**config.mk**
```make
export PLATFORM = sky130hd
export DESIGN_NAME = pace_sched
export DESIGN_NICKNAME = d
export VERILOG_FILES = /design/src/rtl/pace_pkg.sv /design/src/rtl/pace_rr.sv /design/src/rtl/pace_dp.sv /design/src/rtl/pace_ctrl.sv /design/src/rtl/pace_sched.sv
export SDC_FILE = /design/constraint.sdc
export NUM_CORES = 2
export LEC_CHECK = 0
export BUFFER_PORTS_ARGS = -buffer_cell sky130_fd_sc_hd__buf_2
export CAP_MARGIN = 20
export CORE_MARGIN = 2
export CORE_UTILIZATION = 60
export CTS_CLUSTER_SIZE = 28
export DETAILED_ROUTE_END_ITERATION = 6
export HOLD_SLACK_MARGIN = 0.02
export PLACE_DENSITY = 0.88
export SYNTH_ARGS = -nofsm -noshare
export SYNTH_HDL_FRONTEND = slang
export SYNTH_SLANG_ARGS = --single-unit
```
**constraint.sdc**
```tcl
create_clock -name clk -period 12.05 [get_ports clk]
set_input_delay 0.6025 -clock clk [delete_from_list [all_inputs] [get_ports clk]]
set_output_delay 0.6025 -clock clk [all_outputs]
set_load 0.05 [all_outputs]
```
**src/rtl/pace_pkg.sv**
```systemverilog
package pace_pkg;
  // Control-to-datapath strobes for an accepted grant.
  typedef struct packed {
    logic fire;     // grant accepted this cycle
    logic fireLow;  // accepted grant belongs to the low-delay class
  } pace_strobe_t;
endpackage

```
**src/rtl/pace_rr.sv**
```systemverilog
module pace_rr #(
  parameter int N   = 8,
  parameter int IDW = 3
) (
  input  logic [N-1:0]   req,
  input  logic [IDW-1:0] last,
  output logic           found,
  output logic [IDW-1:0] pick
);
  // Search upward from the entry after 'last', wrapping once.
  always_comb begin
    found = 1'b0;
    pick  = '0;
    for (int k = 1; k <= N; k++) begin
      if (!found && req[(int'(last) + k) % N]) begin
        found = 1'b1;
        pick  = IDW'((int'(last) + k) % N);
      end
    end
  end
endmodule

```
**src/rtl/pace_dp.sv**
```systemverilog
module pace_dp
  import pace_pkg::*;
#(
  parameter int N   = 8,
  parameter int IVW = 16,
  parameter int CW  = 16,
  parameter int IDW = 3
) (
  input  logic           clk,
  input  logic           rstN,
  input  logic           cfgWe,
  input  logic [IDW-1:0] cfgIdx,
  input  logic [IVW-1:0] cfgInterval,
  input  logic           cfgLowDelay,
  input  logic           postValid,
  input  logic [IDW-1:0] postIdx,
  input  logic [CW-1:0]  postCount,
  input  pace_strobe_t   strobe,
  input  logic [IDW-1:0] fireId,
  output logic [N-1:0]   pacedReq,
  output logic [N-1:0]   lowReq
);
  localparam logic [CW-1:0] CNT_MAX = {CW{1'b1}};

  for (genvar i = 0; i < N; i++) begin : g_conn
    logic [IVW-1:0] ivalQ;
    logic           lowQ;
    logic [CW-1:0]  cntQ;
    logic [IVW-1:0] tmrQ;
    logic           addHit;
    logic           decHit;
    logic [CW:0]    sumW;

    assign addHit = postValid && (postIdx == IDW'(i));
    assign decHit = strobe.fire && (fireId == IDW'(i));

    always_comb begin
      sumW = {1'b0, cntQ} + (addHit ? {1'b0, postCount} : '0);
    end

    always_ff @(posedge clk) begin
      if (!rstN) begin
        ivalQ <= '0;
        lowQ  <= 1'b0;
        cntQ  <= '0;
        tmrQ  <= '0;
      end else begin
        if (cfgWe && (cfgIdx == IDW'(i))) begin
          ivalQ <= cfgInterval;
          lowQ  <= cfgLowDelay;
        end
        cntQ <= (sumW[CW] ? CNT_MAX : sumW[CW-1:0]) - CW'(decHit);
        if (decHit) begin
          tmrQ <= (ivalQ > IVW'(1)) ? ivalQ - IVW'(1) : '0;
        end else if (tmrQ != '0) begin
          tmrQ <= tmrQ - IVW'(1);
        end
      end
    end

    assign pacedReq[i] = (cntQ != '0) && (tmrQ == '0) && !lowQ;
    assign lowReq[i]   = (cntQ != '0) && lowQ;

    // an accepted grant always consumes a real pending cell.
    p_no_empty_grant_r2: assert property (@(posedge clk) disable iff (!rstN)
      decHit |-> (cntQ != '0));

    // a paced grant is accepted only once its spacing has elapsed.
    p_pace_gap_r4: assert property (@(posedge clk) disable iff (!rstN)
      (decHit && !strobe.fireLow) |-> (tmrQ == '0));
  end
endmodule

```
**src/rtl/pace_ctrl.sv**
```systemverilog
module pace_ctrl
  import pace_pkg::*;
#(
  parameter int N   = 8,
  parameter int IDW = 3
) (
  input  logic           clk,
  input  logic           rstN,
  input  logic [N-1:0]   pacedReq,
  input  logic [N-1:0]   lowReq,
  input  logic           grantReady,
  output logic           grantValid,
  output logic [IDW-1:0] grantId,
  output pace_strobe_t   strobe
);
  localparam int NCLS = 2;  // class 0 paced, class 1 low-delay

  logic [NCLS-1:0][N-1:0]   classReq;
  logic [NCLS-1:0][IDW-1:0] ptrQ;
  logic [NCLS-1:0]          found;
  logic [NCLS-1:0][IDW-1:0] pickIdx;

  logic           heldQ;
  logic           heldLowQ;
  logic [IDW-1:0] heldIdQ;
  logic           pickLow;
  logic [IDW-1:0] pickId;
  logic           grantLow;
  logic           fire;

  assign classReq[0] = pacedReq;
  assign classReq[1] = lowReq;

  for (genvar g = 0; g < NCLS; g++) begin : g_cls
    pace_rr #(.N(N), .IDW(IDW)) u_rr (
      .req  (classReq[g]),
      .last (ptrQ[g]),
      .found(found[g]),
      .pick (pickIdx[g])
    );
  end

  // Low-delay class wins whenever it has any candidate.
  assign pickLow    = found[1];
  assign pickId     = found[1] ? pickIdx[1] : pickIdx[0];
  assign grantValid = heldQ | found[0] | found[1];
  assign grantId    = heldQ ? heldIdQ : pickId;
  assign grantLow   = heldQ ? heldLowQ : pickLow;
  assign fire       = grantValid && grantReady;

  assign strobe.fire    = fire;
  assign strobe.fireLow = grantLow;

  always_ff @(posedge clk) begin
    if (!rstN) begin
      heldQ    <= 1'b0;
      heldLowQ <= 1'b0;
      heldIdQ  <= '0;
      ptrQ     <= '0;
    end else begin
      if (fire) begin
        heldQ <= 1'b0;
        ptrQ[grantLow] <= grantId;
      end else if (grantValid && !heldQ) begin
        heldQ    <= 1'b1;
        heldIdQ  <= pickId;
        heldLowQ <= pickLow;
      end
    end
  end

  // an offered grant stays put until it is accepted.
  p_hold_stable_r3: assert property (@(posedge clk) disable iff (!rstN)
    (grantValid && !grantReady) |=> (grantValid && grantId == $past(grantId)));

  // a fresh choice goes to low-delay work whenever there is any.
  p_low_first_r7: assert property (@(posedge clk) disable iff (!rstN)
    (grantValid && !heldQ && (|lowReq)) |-> grantLow);

  // a fresh offer exists only when some connection has eligible work.
  p_valid_has_work_r2: assert property (@(posedge clk) disable iff (!rstN)
    (grantValid && !heldQ) |-> (|(pacedReq | lowReq)));
endmodule

```
**src/rtl/pace_sched.sv**
```systemverilog
module pace_sched
  import pace_pkg::*;
#(
  parameter int N_CONN = 8,
  parameter int IVAL_W = 16,
  parameter int CNT_W  = 16,
  localparam int ID_W  = $clog2(N_CONN)
) (
  input  logic              clk,
  input  logic              rstN,
  input  logic              cfgWe,
  input  logic [ID_W-1:0]   cfgIdx,
  input  logic [IVAL_W-1:0] cfgInterval,
  input  logic              cfgLowDelay,
  input  logic              postValid,
  input  logic [ID_W-1:0]   postIdx,
  input  logic [CNT_W-1:0]  postCount,
  output logic              grantValid,
  input  logic              grantReady,
  output logic [ID_W-1:0]   grantId
);
  pace_strobe_t      strobe;
  logic [N_CONN-1:0] pacedReq;
  logic [N_CONN-1:0] lowReq;

  pace_dp #(.N(N_CONN), .IVW(IVAL_W), .CW(CNT_W), .IDW(ID_W)) u_dp (
    .clk        (clk),
    .rstN       (rstN),
    .cfgWe      (cfgWe),
    .cfgIdx     (cfgIdx),
    .cfgInterval(cfgInterval),
    .cfgLowDelay(cfgLowDelay),
    .postValid  (postValid),
    .postIdx    (postIdx),
    .postCount  (postCount),
    .strobe     (strobe),
    .fireId     (grantId),
    .pacedReq   (pacedReq),
    .lowReq     (lowReq)
  );

  pace_ctrl #(.N(N_CONN), .IDW(ID_W)) u_ctrl (
    .clk       (clk),
    .rstN      (rstN),
    .pacedReq  (pacedReq),
    .lowReq    (lowReq),
    .grantReady(grantReady),
    .grantValid(grantValid),
    .grantId   (grantId),
    .strobe    (strobe)
  );
endmodule

```
== Word-level counts from Yosys, hierarchy flattened ==
Index checks and enable logic that the tools add are counted.
Word-level totals
  logic and storage cells: 419
  bits of input ports: 44
  register bits after elaboration: 403
Cells by class
  reduce and logical (&&, ||, !) cells: 141
  $lt $le $gt $ge: 26
  add/subtract/negate cells: 48
  mux-type cells: 126
  eq/ne operators: 21
  bitwise logic cells: 20
Operator list (number)
  2-to-1 mux 16 bit: 40
  nonzero test 16 bit: 16
  subtractor 16 x 1 -> 16 bit, second input constant: 16
  adder 16 x 17 -> 17 bit: 8
  > comparator 16 x 1 -> 1 bit, second input constant: 8
  zero test 16 bit: 8
  subtractor 16 x 1 -> 16 bit: 8
  < comparator 4 x 5 -> 1 bit, second input constant: 16
  logical AND 1 bit: 65
  2-to-1 mux 3 bit: 19
  2-to-1 mux 1 bit: 49
  binary-select mux 1 bit (select 3 bit): 16
  OR reduction 3 bit: 16
  equality test 3 bit, second input constant: 12
  adder 3 bit, second input constant: 8
  zero test 1 bit: 23
  equality test 3 x 2 -> 1 bit, second input constant: 6
  bitwise AND 1 bit, first input constant: 16
  nonzero test 2 bit: 8
  adder 3 x 1 -> 3 bit, second input constant: 4
  adder 3 x 2 -> 3 bit, second input constant: 4
  equality test 3 x 1 -> 1 bit, second input constant: 3
  zero test 3 bit: 3
  bitwise mux 6 bit: 1
  other kinds (7): 9

== Logic depth before layout (Yosys ltp) ==
  word-level depth: 34
  mapped depth: 28
  depth with buffers taken out: 26

== Modules after synthesis ==
Synthesis repeated with hierarchy kept, for this count alone.
Second synthesis, totals
  cell total of the unflattened synthesis: 3911
  area total of the unflattened synthesis: 30280.3 um^2
By module, submodules not included
  pace_dp: area an instance 27666.5 um^2, cells each 3631, instances 1
  pace_rr (u_ctrl.g_cls[1].u_rr): area an instance 1204.9 um^2, cells each 124, instances 1
  pace_rr (u_ctrl.g_cls[0].u_rr): area an instance 785.8 um^2, cells each 93, instances 1
  pace_ctrl: area an instance 623.1 um^2, cells each 63, instances 1

== Worst setup path before layout ==
No wires, ideal clock.
  kind: register -> register
  start: register u_ctrl.ptrQ[3] (netlist name)
  end: register u_dp.g_conn[6].cntQ[11]
  library setup time: 0.115 ns
  clock period less this slack: 6.483 ns
  required time: 11.935 ns
  slack: 5.567 ns
  data arrival time: 6.368 ns
  stages on the path, launching flop included: 27
  path through: dfxtp_1 -> clkbuf_1 -> clkinv_1 -> buf_1 -> ha_1 -> xnor2_1 -> mux4_2 -> and4_1 -> o22ai_1 -> or4_1 -> clkbuf_1 -> nor2_1 -> nand3_1 -> nand2_1 -> a211oi_1 -> nand3_1 -> buf_4 -> buf_4 -> inv_1 -> ha_1 -> and3_1 -> inv_1 -> a2111oi_0 -> nand2b_1 -> xnor2_1 -> xnor2_1 -> o21a_1
Between the ends
  elaborated cells between the ends (all ways): 69
RTL lines
  start, declared: line pace_ctrl.sv:19  | logic [NCLS-1:0][IDW-1:0] ptrQ;
  start signal, assigned by index: line pace_ctrl.sv:63  | ptrQ[grantLow] <= grantId;
  adder 3 x 1 -> 3 bit: line pace_rr.sv:15  | if (!found && req[(int'(last) + k) % N]) begin
  binary-select mux 1 bit (select 3 bit): line pace_rr.sv:15
  2-to-1 mux 1 bit (implied by the code) (2 in a row): line pace_rr.sv:15
  2-to-1 mux 1 bit: line pace_rr.sv:15
  zero test 1 bit: line pace_rr.sv:15
  logical AND 1 bit: line pace_rr.sv:15
  2-to-1 mux 1 bit: line pace_rr.sv:15
  zero test 1 bit: line pace_rr.sv:15
  (+14 left out)
  zero test 1 bit: line pace_rr.sv:15
  logical AND 1 bit: line pace_rr.sv:15
  2-to-1 mux 1 bit *: line pace_rr.sv:15
  bitwise OR 1 bit *: line pace_ctrl.sv:46  | assign grantValid = heldQ | found[0] | found[1];
  named net grantValid: line pace_sched.sv:18  | output logic grantValid,
  logical AND 1 bit *: line pace_ctrl.sv:49  | assign fire = grantValid && grantReady;
  logical AND 1 bit *: line pace_dp.sv:35  | assign decHit = strobe.fire && (fireId == IDW'(i));
  subtractor 16 x 1 -> 16 bit *: line pace_dp.sv:52  | cntQ <= (sumW[CW] ? CNT_MAX : sumW[CW-1:0]) - CW'(decHit);
  end signal, assigned: line pace_dp.sv:52
  end, declared: line pace_dp.sv:28  | logic [CW-1:0] cntQ;
Mark *: on every way through the listed nets, which the timed path passes. The rest lies on a longest branch. The select of a mux whose other input is x is not followed.
A chain may end at the register's enable or synchronous reset.

== Worst setup path in the final report ==
  start: register u_ctrl.ptrQ[4] (netlist name)
  end: register u_dp.g_conn[6].cntQ[12]
Between the ends
  cells in the longest elaborated chain, start to end: 31
  elaborated cells between the ends (all ways): 69
Ends and longest elaborated chain
  adder 3 x 1 -> 3 bit: line pace_rr.sv:15, pace_rr.sv:17
  binary-select mux 1 bit (select 3 bit): line pace_rr.sv:15
  2-to-1 mux 1 bit (implied by the code) (2 in a row): line pace_rr.sv:15
  2-to-1 mux 1 bit: line pace_rr.sv:15
  zero test 1 bit: line pace_rr.sv:15
  logical AND 1 bit: line pace_rr.sv:15
  2-to-1 mux 1 bit: line pace_rr.sv:15
  zero test 1 bit: line pace_rr.sv:15
  (+14 left out)
  zero test 1 bit: line pace_rr.sv:15
  logical AND 1 bit: line pace_rr.sv:15
  2-to-1 mux 3 bit or 2-to-1 mux 1 bit (tied branches): line pace_rr.sv:15
  2-to-1 mux 3 bit: line pace_ctrl.sv:45  | assign pickId = found[1] ? pickIdx[1] : pickIdx[0];
  2-to-1 mux 3 bit: line pace_ctrl.sv:47  | assign grantId = heldQ ? heldIdQ : pickId;
  equality test 3 bit: line pace_dp.sv:35
  logical AND 1 bit *: line pace_dp.sv:35
  subtractor 16 x 1 -> 16 bit *: line pace_dp.sv:52
Every way passes the cells marked *; elsewhere a longest branch is shown, timed or not. The select of a mux whose other input is x is not followed.

==> impl_metrics.py <==
metrics = {
    "critical_path": {
        "crit_buf_inv": 3,
        "crit_type": "register to register",
        "endpoint_kind": "register",
        "critPathMaxFanout": 17,
        "path_cells": "inv_1 > ha_1 > inv_1 > mux4_2 > nor3_1 > o22ai_1 > or4_1 > a21oi_1 > a21boi_1 > o21ai_1 > nand3_1 > inv_1 > ha_1 > ha_1 > nand2_1 > nor4_1 > nor2b_1 > xnor2_1 > o21a_1",
        "slowest_delay_ns": 1.06,
        "startpoint_type": "register",
        "worst_path_max_delay_cell": "nand3_1",
        "path_delay_family": "simple AND/OR/NAND/NOR gates",
        "cp.arrival_ns": 8.37,
        "cp.required_ns": 12.53,
    },
    "timing": {
        "rsz0062_at_grt": "false",
        "finalClockSkew_ns": 0.02331,
        "min_period_over_period_pct": 65.46,
        "finalCriticalPeriod_ns": 7.888,
        "slew_viol_final": 0,
        "max_freq_mhz": 126.8,
        "hold_viol": 0,
        "final-setup-viol-count": 0,
        "slew-limit-headroom_pct": 24.54,
        "tightest_slew_ns": 1.126,
        "fin_ws_ns": 4.162,
        "tns_ns": 0,
    },
    "detailed_routing": {
        "drtAntennaViolNets": 0,
        "drt_wl_total_um": 82150,
        "vias_per_cell": 6.266,
        "first_pass_iters": 5,
        "vias": 28240,
        "drtIter0Drc": 2821,
        "wl_per_cell_um": 18.23,
        "drc_errors": 0,
    },
    "logic_synthesis": {
        "syn_inst": 3832,
        "syn_nets": 4064,
        "ys_types": 91,
        "synth_edf_count": 0,
        "yosysSeqAreaShare_pct": 26.88,
        "ys_ff_latch": 403,
        "async_flop_share_pct": 0,
        "synth_warnings": 0,
        "yosys_most_used_dff": "dfxtp_1",
        "syn_avg_cell_area_um2": 7.832,
        "synthesis.area_mm2": 0.03001,
    },
    "floorplanning": {
        "fp.dieH_um": 227.7,
        "core_area_mm2": 0.04915,
        "initial_core_util_pct": 61.06,
        "rows": 81,
        "dieArea_mm2": 0.05183,
        "ioPinCount": 48,
        "die_w_um": 227.7,
    },
    "grt": {
        "grt_pass1_vias": 26320,
        "antenna_found_initial": 4,
        "gr-total-overflow": 0,
        "grt_max_degree": 119,
        "grt_pass1_wl_um": 131600,
        "grt_usage_pct": 31.32,
    },
    "pwr": {
        "vdd_ir_drop_max_v": 0.0002517,
        "p_switching_mw": 3.423,
        "p_comb_share_pct": 56.0,
        "p_int_mw": 4.169,
        "clockPowerShare_pct": 18.7,
        "p_seq_share_pct": 25.4,
        "swShare_pct": 45.09,
        "power_leakage_nw": 13.86,
        "power_mw": 7.592,
        "p_per_area_mw_per_mm2": 235.6,
    },
    "status": {
        "status": "complete, no violations",
    },
    "clocking": {
        "cts_buffers": 44,
        "cts_sinks": 403,
        "cts_resized": 0,
        "root_buffer": "clkbuf_16",
        "cts_tree": "done",
        "cts_htree_levels": 2,
        "clockBufferDepth": 3,
        "path_clk_slew_ns": 0.06,
        "post_cts_buffers": 0,
        "cts_hold_buf": 0,
        "clkLatencyLatePin_ns": 0.61,
    },
    "job": {
        "cap_viol_max_count": 0,
    },
    "final_layout": {
        "drive_gt1_share_pct": 6.741,
        "fillers": 3873,
        "finalNetCount": 4038,
        "synthToLayoutAreaGrowth_pct": 7.379,
    },
    "place": {
        "hpwl_um": 57710,
        "place_congestion": 0.9420,
        "post-place-ws_ns": 4.475,
        "numPortBuffers": 47,
    },
    "min_path": {
        "hold_class": "input pin to register",
    },
}
cells by family after synthesis:
group	synth area share [%]
AND/OR/NAND/NOR	28.33
AO/OA/AOI/OAI	13.74
flip-flops	26.88
XOR/XNOR	10.91
buffers and inverters	3.902
multiplexers	8.192
adder cells (fa/ha/maj)	8.037
metrics by stage:
| step | std cells | instance area (um^2) | util [%] | hold slack (ns) |
|---|---|---|---|---|
| 5_1_grt | 4507 | 32230 | 65.57 | 0.2415 |
| 3_5_place_dp | 4414 | 30670 | 62.40 | 0.4640 |
| 3_3_place_gp | 4413 | 30660 | 62.37 | 0.4518 |
| 4_1_cts | 4496 | 32150 | 65.40 | 0.1975 |
| 2_1_floorplan | 3832 | 30010 | - | 0.4312 |
| 6_report | 4507 | 32230 | 65.57 | 0.2163 |
placed cells by master (no fill, tap or decap), types with 80 or more instances in the layout:
cell type,Yosys,routed
nor3_1,122,119
nor2_1,317,317
inv_1,130,130
mux2i_1,132,132
nor4_1,83,83
xor2_1,192,192
nand3_1,85,85
a21oi_1,291,291
xnor2_1,182,182
dfxtp_1,403,403
nand2_1,635,635
ha_1,180,180
o21ai_0,80,80
and2_1,142,142
flip-flops by register name, indices dropped and copies added, names as in the netlist:
name / cells
u_ctrl.heldQ: 1
u_ctrl.heldLowQ: 1
u_dp.g_conn.ivalQ: 128
u_dp.g_conn.lowQ: 8
u_ctrl.heldIdQ: 3
u_dp.g_conn.cntQ: 128
u_dp.g_conn.tmrQ: 128
u_ctrl.ptrQ: 6
worst register-to-register path: cells and delay by family, from the launching register on:
kind	cells	cell delay, ns
buffers and inverters	3	1.16
adder cells (fa/ha/maj)	3	1.14
AO/OA/AOI/OAI	5	1.45
AND/OR/NAND/NOR	6	2.83
multiplexers	1	0.40
flip-flops	1	0.70
XOR/XNOR	1	0.10
synthesized netlist by cell type (all sizes together) (8+ instances only):
cell type  number  share of area (%)
a2111oi         8               0.23
a211oi         15               0.38
a21boi         12               0.30
a21o           20               0.53
a21oi         291                4.9
a31oi          16               0.33
a41oi          10               0.29
and2          142                3.0
and3           34               0.71
buf            31               0.62
clkbuf        123                1.6
dfxtp         403                 27
fa              8               0.53
ha            180                7.5
inv           132                1.7
mux2           37                1.4
mux2i         132                4.4
mux4           32                2.4
nand2         635                7.9
nand2b         46               0.96
nand3          85                1.4
nand3b         11               0.28
nand4          27               0.58
nor2          317                4.0
nor2b          28               0.58
nor3          122                2.0
nor3b          21               0.53
nor4           87                1.9
nor4b          12               0.40
o2111ai        10               0.29
o211ai         22               0.55
o21a           25               0.65
o21ai          86                1.4
o31a           14               0.41
o31ai          14               0.35
o41a           13               0.49
o41ai          24               0.73
or2            24               0.50
or3            51                1.1
or4            67                1.8
xnor2         182                5.3
xor2          192                5.6
per-layer routing:
metal | wire length [um] | vias to the layer above | track usage (%)
li1 | - | 13480 | -
met1 | 33390 | 13340 | 39.50
met2 | 37770 | 1154 | 51.69
met3 | 6969 | 265 | 5.283
met4 | 4014 | 0 | 16.00
met5 | 0 | - | 0
power groups by stage:
| stage | combinational (mW) | clock, mW | sequential [mW] |
|---|---|---|---|
| 6_report | 4.25 | 1.42 | 1.92 |
| 4_1_cts | 4.17 | 1.42 | 1.91 |
| 3_5_place_dp | 4.12 | 0 | 1.94 |
| 3_3_place_gp | 4.03 | 0 | 1.92 |
| 2_1_floorplan | 3.34 | 0 | 1.85 |
| 5_1_grt | 4.64 | 1.47 | 1.96 |
final timing paths:
| kind | from | endpoint | slack (ns) | cells past startpoint |
|---|---|---|---|---|
| worst min register to register | u_dp.g_conn[1].ivalQ[1]$_SDFFE_PN0P_ | u_dp.g_conn[1].ivalQ[1]$_SDFFE_PN0P_ | 0.47 | 2 |
| worst min-delay path | grantReady | u_ctrl.heldQ$_SDFFE_PP0P_ | 0.22 | 2 |
| worst max register to register | u_ctrl.ptrQ[4]$_SDFFE_PN0P_ | u_dp.g_conn[6].cntQ[12]$_SDFF_PN0_ | 4.16 | 19 |
| worst max-delay path | u_ctrl.ptrQ[4]$_SDFFE_PN0P_ | u_dp.g_conn[6].cntQ[12]$_SDFF_PN0_ | 4.16 | 19 |
final cells by class:
type	count	area, um^2	area share, %
Antenna cell	1	2.502	0.007765
Clock inverter	14	205.2	0.6367
Sequential cell	403	8068	25.03
Clock buffer	68	1272	3.948
Multi-Input combinational cell	3140	20830	64.62
Inverter	135	516.7	1.603
Timing Repair Buffer	82	505.5	1.568
Tap cell	664	830.8	2.578
Power figures use the tool's default switching activity.
